File: src/rtl/evsched_pkg.sv
package evsched_pkg;
  localparam int DW      = 16;
  localparam int EV_W    = DW - 1;
  localparam int MEM_AW  = 21;
  localparam int BASE_W  = 12;
  localparam int BASE_SH = MEM_AW - BASE_W;
  localparam int FRAME_W = 8;
  localparam int RATIO_W = 3;
  localparam int CODE_W  = 2;
  localparam int IDX_W   = 5;
  localparam int REG_AW  = 3;

  localparam logic [REG_AW-1:0] RA_CTRL  = 3'd0;
  localparam logic [REG_AW-1:0] RA_STAT  = 3'd1;
  localparam logic [REG_AW-1:0] RA_TABLE = 3'd2;
  localparam logic [REG_AW-1:0] RA_ENDS  = 3'd3;
  localparam logic [REG_AW-1:0] RA_RATIO = 3'd4;

  typedef enum logic [1:0] {WS_IDLE, WS_ISSUE, WS_WAIT} walk_st_t;

  typedef struct packed {
    logic [BASE_W-1:0]  base;
    logic [CODE_W-1:0]  code;
    logic [FRAME_W-1:0] short_end;
    logic [FRAME_W-1:0] long_end;
    logic [RATIO_W-1:0] ratio;
  } sched_cfg_t;
endpackage

File: src/rtl/evsched_regs.sv
module evsched_regs
  import evsched_pkg::*;
(
  input  logic              clk,
  input  logic              rst_n,
  input  logic              reg_wr,
  input  logic [REG_AW-1:0] reg_addr,
  input  logic [DW-1:0]     reg_wdata,
  output logic [DW-1:0]     reg_rdata,
  input  logic              ovl_set,
  output logic              run_en,
  output logic              ovl_err,
  output logic              cfg_err,
  output sched_cfg_t        cfg
);
  sched_cfg_t cfg_q, cfg_d;
  logic en_q, en_d, ovl_q, ovl_d, cerr_q, cerr_d, cerr_set, cfg_ok, cfg_we;
  logic wr_ctrl, wr_stat, wr_tbl, wr_end, wr_rat;

  assign wr_ctrl = reg_wr && (reg_addr == RA_CTRL);
  assign wr_stat = reg_wr && (reg_addr == RA_STAT);
  assign wr_tbl  = reg_wr && (reg_addr == RA_TABLE);
  assign wr_end  = reg_wr && (reg_addr == RA_ENDS);
  assign wr_rat  = reg_wr && (reg_addr == RA_RATIO);
  assign cfg_we  = !en_q && (wr_tbl || wr_end || wr_rat);

  // legal ratio values are of the form 2^k - 1
  assign cfg_ok = (cfg_q.code != 2'd3) &&
                  ((cfg_q.ratio & (cfg_q.ratio + 3'd1)) == '0);

  always_comb begin
    cfg_d    = cfg_q;
    en_d     = en_q;
    cerr_set = 1'b0;
    if (wr_ctrl) begin
      if (reg_wdata[0]) begin
        if (cfg_ok) en_d = 1'b1;
        else        cerr_set = 1'b1;
      end else begin
        en_d = 1'b0;
      end
    end
    if (wr_tbl) begin
      cfg_d.base = reg_wdata[BASE_W-1:0];
      cfg_d.code = reg_wdata[BASE_W+CODE_W-1:BASE_W];
    end
    if (wr_end) begin
      cfg_d.short_end = reg_wdata[FRAME_W-1:0];
      cfg_d.long_end  = reg_wdata[2*FRAME_W-1:FRAME_W];
    end
    if (wr_rat) cfg_d.ratio = reg_wdata[RATIO_W-1:0];
    ovl_d  = (ovl_q  & ~(wr_stat & reg_wdata[0])) | ovl_set;
    cerr_d = (cerr_q & ~(wr_stat & reg_wdata[1])) | cerr_set;
  end

  always_ff @(posedge clk or negedge rst_n) begin
    if (!rst_n) begin
      cfg_q  <= '0;
      en_q   <= 1'b0;
      ovl_q  <= 1'b0;
      cerr_q <= 1'b0;
    end else begin
      if (cfg_we) cfg_q <= cfg_d;
      en_q   <= en_d;
      ovl_q  <= ovl_d;
      cerr_q <= cerr_d;
    end
  end

  always_comb begin
    reg_rdata = '0;
    unique case (reg_addr)
      RA_CTRL:  reg_rdata[0] = en_q;
      RA_STAT:  begin
        reg_rdata[0]    = ovl_q;
        reg_rdata[1]    = cerr_q;
        reg_rdata[DW-1] = ovl_q | cerr_q;
      end
      RA_TABLE: reg_rdata[BASE_W+CODE_W-1:0] = {cfg_q.code, cfg_q.base};
      RA_ENDS:  reg_rdata = {cfg_q.long_end, cfg_q.short_end};
      RA_RATIO: reg_rdata[RATIO_W-1:0] = cfg_q.ratio;
      default:  reg_rdata = '0;
    endcase
  end

  assign run_en  = en_q;
  assign ovl_err = ovl_q;
  assign cfg_err = cerr_q;
  assign cfg     = cfg_q;
endmodule

File: src/rtl/evsched_walker.sv
module evsched_walker
  import evsched_pkg::*;
(
  input  logic              clk,
  input  logic              rst_n,
  input  logic              run_en,
  input  sched_cfg_t        cfg,
  input  logic              mem_rvalid,
  output logic              mem_rd,
  output logic [MEM_AW-1:0] mem_addr,
  output logic              entry_done
);
  walk_st_t st_q, st_d;
  logic [IDX_W-1:0]   idx_q, idx_d, idx_last;
  logic [FRAME_W-1:0] frame_q, frame_d, frame_last;
  logic [RATIO_W-1:0] lc_q, lc_d;
  logic               short_q, short_d, cnt_we;
  logic [2:0]         shamt;

  always_comb begin
    unique case (cfg.code)
      2'd0:    idx_last = IDX_W'(7);
      2'd1:    idx_last = IDX_W'(15);
      default: idx_last = IDX_W'(31);
    endcase
  end

  assign frame_last = short_q ? cfg.short_end : cfg.long_end;
  assign entry_done = (st_q == WS_WAIT) && mem_rvalid;
  assign mem_rd     = (st_q == WS_ISSUE);
  assign shamt      = {1'b0, cfg.code} + 3'd3;
  assign mem_addr   = {cfg.base, BASE_SH'(0)}
                    + (MEM_AW'(frame_q) << shamt)
                    + MEM_AW'(idx_q);

  always_comb begin
    st_d    = st_q;
    idx_d   = idx_q;
    frame_d = frame_q;
    lc_d    = lc_q;
    short_d = short_q;
    cnt_we  = 1'b0;
    unique case (st_q)
      WS_IDLE: if (run_en) begin
        st_d    = WS_ISSUE;
        cnt_we  = 1'b1;
        idx_d   = '0;
        frame_d = '0;
        lc_d    = '0;
        short_d = 1'b0;
      end
      WS_ISSUE: st_d = WS_WAIT;
      WS_WAIT: if (mem_rvalid) begin
        st_d   = run_en ? WS_ISSUE : WS_IDLE;
        cnt_we = 1'b1;
        if (idx_q != idx_last) begin
          idx_d = idx_q + 1'b1;
        end else begin
          idx_d = '0;
          if (frame_q != frame_last) begin
            frame_d = frame_q + 1'b1;
          end else begin
            frame_d = '0;
            if (short_q) begin
              short_d = 1'b0;
              lc_d    = '0;
            end else if (cfg.ratio != '0) begin
              if (lc_q == cfg.ratio - 1'b1) begin
                short_d = 1'b1;
                lc_d    = '0;
              end else begin
                lc_d = lc_q + 1'b1;
              end
            end
          end
        end
      end
      default: st_d = WS_IDLE;
    endcase
  end

  always_ff @(posedge clk or negedge rst_n) begin
    if (!rst_n) begin
      st_q    <= WS_IDLE;
      idx_q   <= '0;
      frame_q <= '0;
      lc_q    <= '0;
      short_q <= 1'b0;
    end else begin
      st_q <= st_d;
      if (cnt_we) begin
        idx_q   <= idx_d;
        frame_q <= frame_d;
        lc_q    <= lc_d;
        short_q <= short_d;
      end
    end
  end
endmodule

File: src/rtl/evsched_evout.sv
module evsched_evout
  import evsched_pkg::*;
(
  input  logic            clk,
  input  logic            rst_n,
  input  logic            entry_done,
  input  logic [DW-1:0]   entry_word,
  input  logic            ev_ready,
  output logic            ev_valid,
  output logic [EV_W-1:0] ev_data,
  output logic            ovl_set
);
  logic            vld_q, vld_d, act, stalled, data_we;
  logic [EV_W-1:0] data_q;

  assign act     = entry_done && entry_word[DW-1];
  assign stalled = vld_q && !ev_ready;
  assign ovl_set = act && stalled;
  assign data_we = act && !stalled;

  always_comb begin
    vld_d = vld_q;
    if (data_we)              vld_d = 1'b1;
    else if (vld_q && ev_ready) vld_d = 1'b0;
  end

  always_ff @(posedge clk or negedge rst_n) begin
    if (!rst_n) begin
      vld_q  <= 1'b0;
      data_q <= '0;
    end else begin
      vld_q <= vld_d;
      if (data_we) data_q <= entry_word[EV_W-1:0];
    end
  end

  assign ev_valid = vld_q;
  assign ev_data  = data_q;
endmodule

File: src/rtl/evsched_seq.sv
module evsched_seq
  import evsched_pkg::*;
(
  input  logic              clk,
  input  logic              rst_n,
  input  logic              reg_wr,
  input  logic [REG_AW-1:0] reg_addr,
  input  logic [DW-1:0]     reg_wdata,
  output logic [DW-1:0]     reg_rdata,
  output logic              mem_rd,
  output logic [MEM_AW-1:0] mem_addr,
  input  logic [DW-1:0]     mem_rdata,
  input  logic              mem_rvalid,
  output logic              ev_valid,
  output logic [EV_W-1:0]   ev_data,
  input  logic              ev_ready
);
  logic [1:0] rs_q;
  logic       rst_s, run_en, ovl_err, cfg_err, ovl_set, entry_done;
  sched_cfg_t cfg;

  // asynchronous assertion, synchronous release
  always_ff @(posedge clk or negedge rst_n) begin
    if (!rst_n) rs_q <= 2'b00;
    else        rs_q <= {rs_q[0], 1'b1};
  end
  assign rst_s = rs_q[1];

  evsched_regs regs_i (
    .clk(clk), .rst_n(rst_s), .reg_wr(reg_wr), .reg_addr(reg_addr),
    .reg_wdata(reg_wdata), .reg_rdata(reg_rdata), .ovl_set(ovl_set),
    .run_en(run_en), .ovl_err(ovl_err), .cfg_err(cfg_err), .cfg(cfg)
  );

  evsched_walker walk_i (
    .clk(clk), .rst_n(rst_s), .run_en(run_en), .cfg(cfg),
    .mem_rvalid(mem_rvalid), .mem_rd(mem_rd), .mem_addr(mem_addr),
    .entry_done(entry_done)
  );

  evsched_evout evout_i (
    .clk(clk), .rst_n(rst_s), .entry_done(entry_done), .entry_word(mem_rdata),
    .ev_ready(ev_ready), .ev_valid(ev_valid), .ev_data(ev_data),
    .ovl_set(ovl_set)
  );
endmodule

File: config.mk
export PLATFORM = sky130hd
export DESIGN_NAME = evsched_seq
export DESIGN_NICKNAME = d
export VERILOG_FILES = /design/src/rtl/evsched_pkg.sv /design/src/rtl/evsched_regs.sv /design/src/rtl/evsched_walker.sv /design/src/rtl/evsched_evout.sv /design/src/rtl/evsched_seq.sv
export SDC_FILE = /design/constraint.sdc
export NUM_CORES = 1
export LEC_CHECK = 0
export BUFFER_PORTS_ARGS = -buffer_cell sky130_fd_sc_hd__buf_2
export CAP_MARGIN = 30
export CORE_UTILIZATION = 51
export DETAILED_ROUTE_END_ITERATION = 8
export PLACE_DENSITY = 0.89
export REMOVE_ABC_BUFFERS = 1
export SETUP_SLACK_MARGIN = 0.05
export SYNTH_ARGS = -nofsm -noshare
export SYNTH_HDL_FRONTEND = slang
export SYNTH_SLANG_ARGS = --single-unit
File: constraint.sdc
create_clock -name clk -period 4 [get_ports clk]
set_input_delay 0.4 -clock clk [delete_from_list [all_inputs] [get_ports clk]]
set_output_delay 0.4 -clock clk [all_outputs]
set_load 0.03 [all_outputs]
==> results of run 1 <==
==> cell families (layout without fill, tap and decap cells) <==
family,Yosys count,after routing,share of synthesized area (%)
compound gates,84,84,12.0
mux,83,83,18.7
flops,73,73,38.1
buf+inv,40,149,3.49
simple gates,148,148,15.6
xor+xnor,35,35,6.39
fa+ha+maj,21,21,5.63
other cells,1,1,0.0781
==> stage by stage <==
step	worst slack, ns	util (%)
floorplan	-0.444	-
global placement	0.179	58.3
detailed placement	0.0499	58.7
CTS	0.0368	62.8
global route	-0.0630	64.9
finish	0.00508	64.9
==> cells in the final DEF (no fill, tap or decap), types with 6 or more instances in the layout <==
master	count
mux2i_1	26
ha_1	15
nor3b_1	6
inv_1	8
clkbuf_8	9
nor2_1	34
mux2_2	51
nand2b_1	9
dfrtp_1	72
o21ai_0	15
nand2_1	40
nor3_1	8
a21oi_1	8
xor2_1	11
buf_2	86
nand3_1	7
nor2b_1	8
xnor2_1	23
a22o_1	6
buf_4	32
==> cell type report <==
class	count	share of cell area [%]
Multi-Input combinational cell	372	51.0
Sequential cell	73	30.6
Timing Repair Buffer	122	12.0
Tap cell	111	2.33
Clock buffer	9	2.07
Clock inverter	7	1.28
Inverter	11	0.691
==> worst paths after layout <==
kind / cells past startpoint / from / endpoint
min: 0 / rs_q[1]$_DFF_PN0_ / evout_i.ev_data[11]$_DFFE_PN0P_
max: 14 / regs_i.cfg[19]$_DFFE_PN0P_ / mem_addr[19]
max reg2reg: 10 / regs_i.cfg[19]$_DFFE_PN0P_ / walk_i.lc_q[0]$_DFFE_PN0P_
max in group asynchronous: 2 / rs_q[1]$_DFF_PN0_ / regs_i.cfg[30]$_DFFE_PN0P_
min reg2reg: 0 / rs_q[1]$_DFF_PN0_ / evout_i.ev_data[11]$_DFFE_PN0P_
min in group clk: 2 / mem_rdata[8] / evout_i.ev_data[8]$_DFFE_PN0P_
==> what timing repair did <==
action / 4_1_cts / 5_1_grt
pin swaps: 11 / 16
gates resized for setup: 26 / 36
setup buffers: 9 / 5
setup endpoints to repair: 14 / 14
hold endpoints to repair: 2 / 0
hold buffers: 1 / 0
==> flip-flops by register name, summed over array words and instances, names as in the netlist <==
| name | count |
|---|---|
| walk_i.idx_q | 5 |
| regs_i.run_en | 1 |
| regs_i.ovl_err | 1 |
| regs_i.cfg | 33 |
| walk_i.st_q | 2 |
| evout_i.ev_valid | 1 |
| evout_i.ev_data | 15 |
| rs_q | 2 |
| regs_i.cfg_err | 1 |
| walk_i.frame_q | 8 |
| walk_i.lc_q | 3 |
| walk_i.short_q | 1 |
==> layer usage <==
layer | GRT usage (%) | part of all wire [%] | vias to the layer above
met5 | 0 | 0 | -
li1 | - | - | 1942
met2 | 43.4 | 51 | 198
met4 | 13.4 | 2.9 | 0
met3 | 5.11 | 6.3 | 36
met1 | 31.6 | 40 | 2075
==> worst max-delay path, cell delays in order, from the launching register on <==
cell	delay, ns
dfrtp_1	0.38
inv_2	0.07
ha_4	0.35
mux2_4	0.34
mux2_4	0.28
nand2_2	0.07
o21ai_2	0.07
ha_4	0.17
a21o_1	0.17
a22o_1	0.20
o41a_1	0.40
a31oi_4	0.27
nor2_2	0.07
xor2_1	0.20
buf_4	0.20
==> power by group through the flow <==
stage / Sequential, mW / Clock, mW / Combinational (mW)
2_1_floorplan: 1.42 / 0 / 1.52
3_3_place_gp: 1.30 / 0 / 2.21
3_5_place_dp: 1.32 / 0 / 2.30
4_1_cts: 1.32 / 0.593 / 2.47
5_1_grt: 1.38 / 0.628 / 2.80
6_report: 1.34 / 0.586 / 2.62
==> impl_metrics.ini, run 1 <==
[critical_path]
worstPathMaxFanout = 8
worstSetupStartpointType = flip-flop
rrSetupSlack_ns = 1.01
worst_setup_path_end_kind = output pin
worstPathArrival_ns = 3.59
critPathKind = reg2out
cp.required_ns = 3.60

[floorplanning]
ios = 94
die_area_sq_um = 9800
die_y_microns = 99.0
die-width_microns = 99.0
num_rows = 35
coreArea_sq_um = 9200
start_util_pct = 52.2

[synthesis]
yosys.cell_types.count = 56
synth_seq_cells = 73
synthTopCellsByArea = dfrtp_1 38%, mux2_2 13%, mux2i_1 6.0%
synth_edf_count = 0
synth-async-reset-ratio_pct = 100
yosysMostFrequentCell = dfrtp_1
ys_seq_area_share_pct = 38.1
yosysWarnings = 0
syn_inst = 485
synth_ff_type = dfrtp_1
synth_top_cell_by_area = dfrtp_1
syn-cell-area_sq_um = 4800
postSynthAreaPerCell_sq_um = 9.90
synth_top_area_share_pct = 38.1
yosys-top-cells-count = 73 x dfrtp_1, 54 x mux2_2, 43 x nand2_1

[final_layout]
n_fill_cell = 684
multiInputGateArea_sq_um = 3040
regArea_sq_um = 1830
area_growth_pct = 24.4
final_area_sq_um = 5970
nets = 650
drive_gt1_share_pct = 39.2
antenna_cells = 0
stdcell_count = 705

[sta]
finalSetupTns_ns = 0
hold_violations = 0
fin_crit_sh_pct = 99.9
worst_clock_skew_ns = 0.0100
max_freq_mhz = 250
setup_viol = 0
drv_slew = 0
whs_ns = 0.157
period_needed_ns = 3.99
slew-limit-headroom_pct = 46.8
rsz0062_at_grt = true
tightestPinTransition_ns = 0.797

[drt]
drtAntennaViolNets = 0
via_per_inst = 6.03
drt_first_pass_iters = 7
drt_iter0_markers = 377
vias = 4251
drc = 0
wl_microns = 12700
wl_per_cell_microns = 17.9

[clock_tree]
cts_tree = built
cts_root_buf = clkbuf_8
clkLatencyLatePin_ns = 0.35
clkTransAtPathRegs_ns = 0.09
h-tree-depth = 3
cts_inserted_buffers = 9
clock_sinks = 73
clock_path_buffers = 2

[placement]
placed_area_sq_um = 5400
dp_cells = 674
dp_hpwl_microns = 8710
gp_congestion = 0.917
io_buffers = 93

[global_route]
overflow = 0
grt_pass1_wl_microns = 20200
grt_max_degree = 41
first_global_vias = 4256
antenna_found_initial = 0
track_usage_pct = 25.8

[power_and_ir_drop]
power.internal_mw = 2.42
p_sw_share_pct = 46.8
switchingPower_mw = 2.13
power_mw = 4.55
pwr-share-clk_pct = 12.9
seq_power_share_pct = 29.5
leakagePower_nw = 2.77
ir_worst_vdd_mv = 0.459
powerDensity_nw_per_um2 = 761
combPwrFrac_pct = 57.6

[min_path]
hold_path_class = reg2async

[flow_run]
maxCapViolCount = 0

[status]
outcome = completed
No activity file was read; power rests on OpenSTA's default activity.
==> run 2: changes to the inputs <==
BUFFER_PORTS_ARGS = not set   (was -buffer_cell sky130_fd_sc_hd__buf_2)
CORE_UTILIZATION = 58   (was 51)
DONT_BUFFER_PORTS = 1   (was not set)
PLACE_DENSITY = 0.87   (was 0.89)
==> impl_metrics.ini, run 2 (synthesized netlist as in run 1, its figures left out) <==
[sta]
fin_crit_sh_pct = 101
period_needed_ns = 4.06
hold_violations = 0
drv_slew = 0
timing.final.ws_setup_ns = -0.0571
max_freq_mhz = 246
whs_ns = 0.190
rsz0062_at_grt = true
tightestPinTransition_ns = 0.826
worst_clock_skew_ns = 0.00902
setup_viol = 3
slew-limit-headroom_pct = 44.9

[clock_tree]
cts_inserted_buffers = 9
clkTransAtPathRegs_ns = 0.08
cts_root_buf = clkbuf_8
clock_sinks = 73
clkLatencyLatePin_ns = 0.35
h-tree-depth = 3
cts_tree = built
clock_path_buffers = 2

[min_path]
hold_path_class = in2reg
holdCritStartpoint = reg_wdata[0]
holdPathStages = 1
whs_endpoint = regs_i.run_en$_DFFE_PN0P_

[global_route]
grt_max_degree = 45
antenna_found_initial = 0
overflow = 0
grt_pass1_wl_microns = 19300
first_global_vias = 4089
track_usage_pct = 28.8

[final_layout]
n_fill_cell = 518
nets = 584
drive_gt1_share_pct = 32.0
largest_reg_flops = 33
area_growth_pct = 19.1
layout_commonest_cell = dfrtp_1
antenna_cells = 0
most-common-layout-cells = 72 x dfrtp_1, 51 x mux2_2, 47 x buf_4
utilization_pct = 72.8

[drt]
wl_met2_microns = 6690
dr_wl_met3_microns = 978
drt_first_pass_iters = 5
drt-met1-wl_microns = 5070
top_layer_used = met4
via_per_inst = 6.56
wl_per_cell_microns = 21.3
drtAntennaViolNets = 0
drc = 0
drt_iter0_markers = 331
wl_microns = 13400
vias = 4130

[critical_path]
r2r-end = walk_i.lc_q[0]$_DFFE_PN0P_
worstPathMaxFanout = 6
rr_startpoint = regs_i.cfg[19]$_DFFE_PN0P_
crit_path_top_delay_cell = dfrtp_1
slowest_delay_ns = 0.40
cp_common_cell = nor2_2
worst-r2r-cell-count = 10
path_cells = inv_2 > ha_4 > mux2i_4 > nor2_2 > a31oi_2 > nor2_1 > ha_1 > and2_1 > a22o_1 > o41a_1 > a31oi_4 > buf_6 > nor2_2 > xor2_1 > buf_4
critPathKind = reg2out
worstSetupStartpointType = flip-flop
rrSetupSlack_ns = 0.98
worst_setup_path_end_kind = output pin
worstPathArrival_ns = 3.66
cp.required_ns = 3.60

[placement]
gp_congestion = 0.903
io_buffers = 0
dp_hpwl_microns = 8240

[floorplanning]
die-width_microns = 93.0
coreArea_sq_um = 7850
die_y_microns = 93.0
start_util_pct = 61.2
num_rows = 32
die_area_sq_um = 8650
ios = 94

[power_and_ir_drop]
switchingPower_mw = 2.16
ir_worst_vdd_mv = 0.426
powerDensity_nw_per_um2 = 803
p_sw_share_pct = 47.2
pwr-share-clk_pct = 12.7
power.internal_mw = 2.42
leakagePower_nw = 2.50
combPwrFrac_pct = 54.2
seq_power_share_pct = 33.2

[status]
failed_checks = negative setup slack
outcome = complete, but fails checks

[flow_run]
maxCapViolCount = 0
## run 2: stage by stage
step	instances	setup WS, ns	area (sq um)	setup TNS (ns)	total power, mW
after floorplan	456	-0.444	4670	-3.57	2.94
after global placement	584	0.224	5000	0	3.45
after detailed placement	586	0.0859	5010	0	3.55
after CTS	616	0.0284	5440	0	4.30
after global routing	630	-0.147	5720	-0.806	4.82
final	630	-0.0571	5720	-0.134	4.59
## run 2: final cells by class
| type | instances | area, sq um | area share (%) |
|---|---|---|---|
| Inverter | 11 | 41.3 | 0.722 |
| Tap cell | 102 | 128 | 2.23 |
| Clock inverter | 6 | 68.8 | 1.20 |
| Sequential cell | 73 | 1830 | 32.0 |
| Timing Repair Buffer | 56 | 463 | 8.10 |
| Clock buffer | 10 | 128 | 2.23 |
| Multi-Input combinational cell | 372 | 3060 | 53.5 |
## run 2: power groups by stage
stage	clock network, mW	logic (mW)	registers [mW]
finish	0.580	2.49	1.52
floorplan	0	1.52	1.42
CTS	0.577	2.23	1.50
global route	0.624	2.63	1.56
global placement	0	1.97	1.48
detailed placement	0	2.05	1.50
## run 2: worst max-delay path by stage
stage               depth (start not counted)      endpoint                       start
floorplan                                  13  mem_addr[17]  regs_i.cfg[19]$_DFFE_PN0P_
global placement                           14  mem_addr[19]  regs_i.cfg[20]$_DFFE_PN0P_
detailed placement                         14  mem_addr[17]  regs_i.cfg[20]$_DFFE_PN0P_
CTS                                        14  mem_addr[19]  regs_i.cfg[19]$_DFFE_PN0P_
global route                               15  mem_addr[17]  regs_i.cfg[19]$_DFFE_PN0P_
finish                                     15  mem_addr[17]  regs_i.cfg[19]$_DFFE_PN0P_
## run 2: layer usage
metal  track usage, %  vias up
met5                0        -
met4             17.6        0
met3             7.07       71
met2             47.0      256
met1             34.4     1989
li1                 -     1814
## run 2: worst max-delay path: cells and delay by family (launching register included)
| kind | cells | cell delay (ns) |
|---|---|---|
| and+or+nand+nor | 4 | 0.33 |
| muxes | 1 | 0.30 |
| xor gates and xnor gates | 1 | 0.16 |
| buffers and inverters | 3 | 0.39 |
| DFF | 1 | 0.40 |
| AOI/OAI and AO/OA | 4 | 1.07 |
| adders and majority gates | 2 | 0.66 |
## run 2: repair_timing
item,4_1_cts,5_1_grt
gates resized for setup,27,34
hold buffers,1,0
buffers inserted,13,13
endpoints found under the setup margin,12,15
pin swaps,10,18
cloned,0,0
hold endpoints to repair,2,0
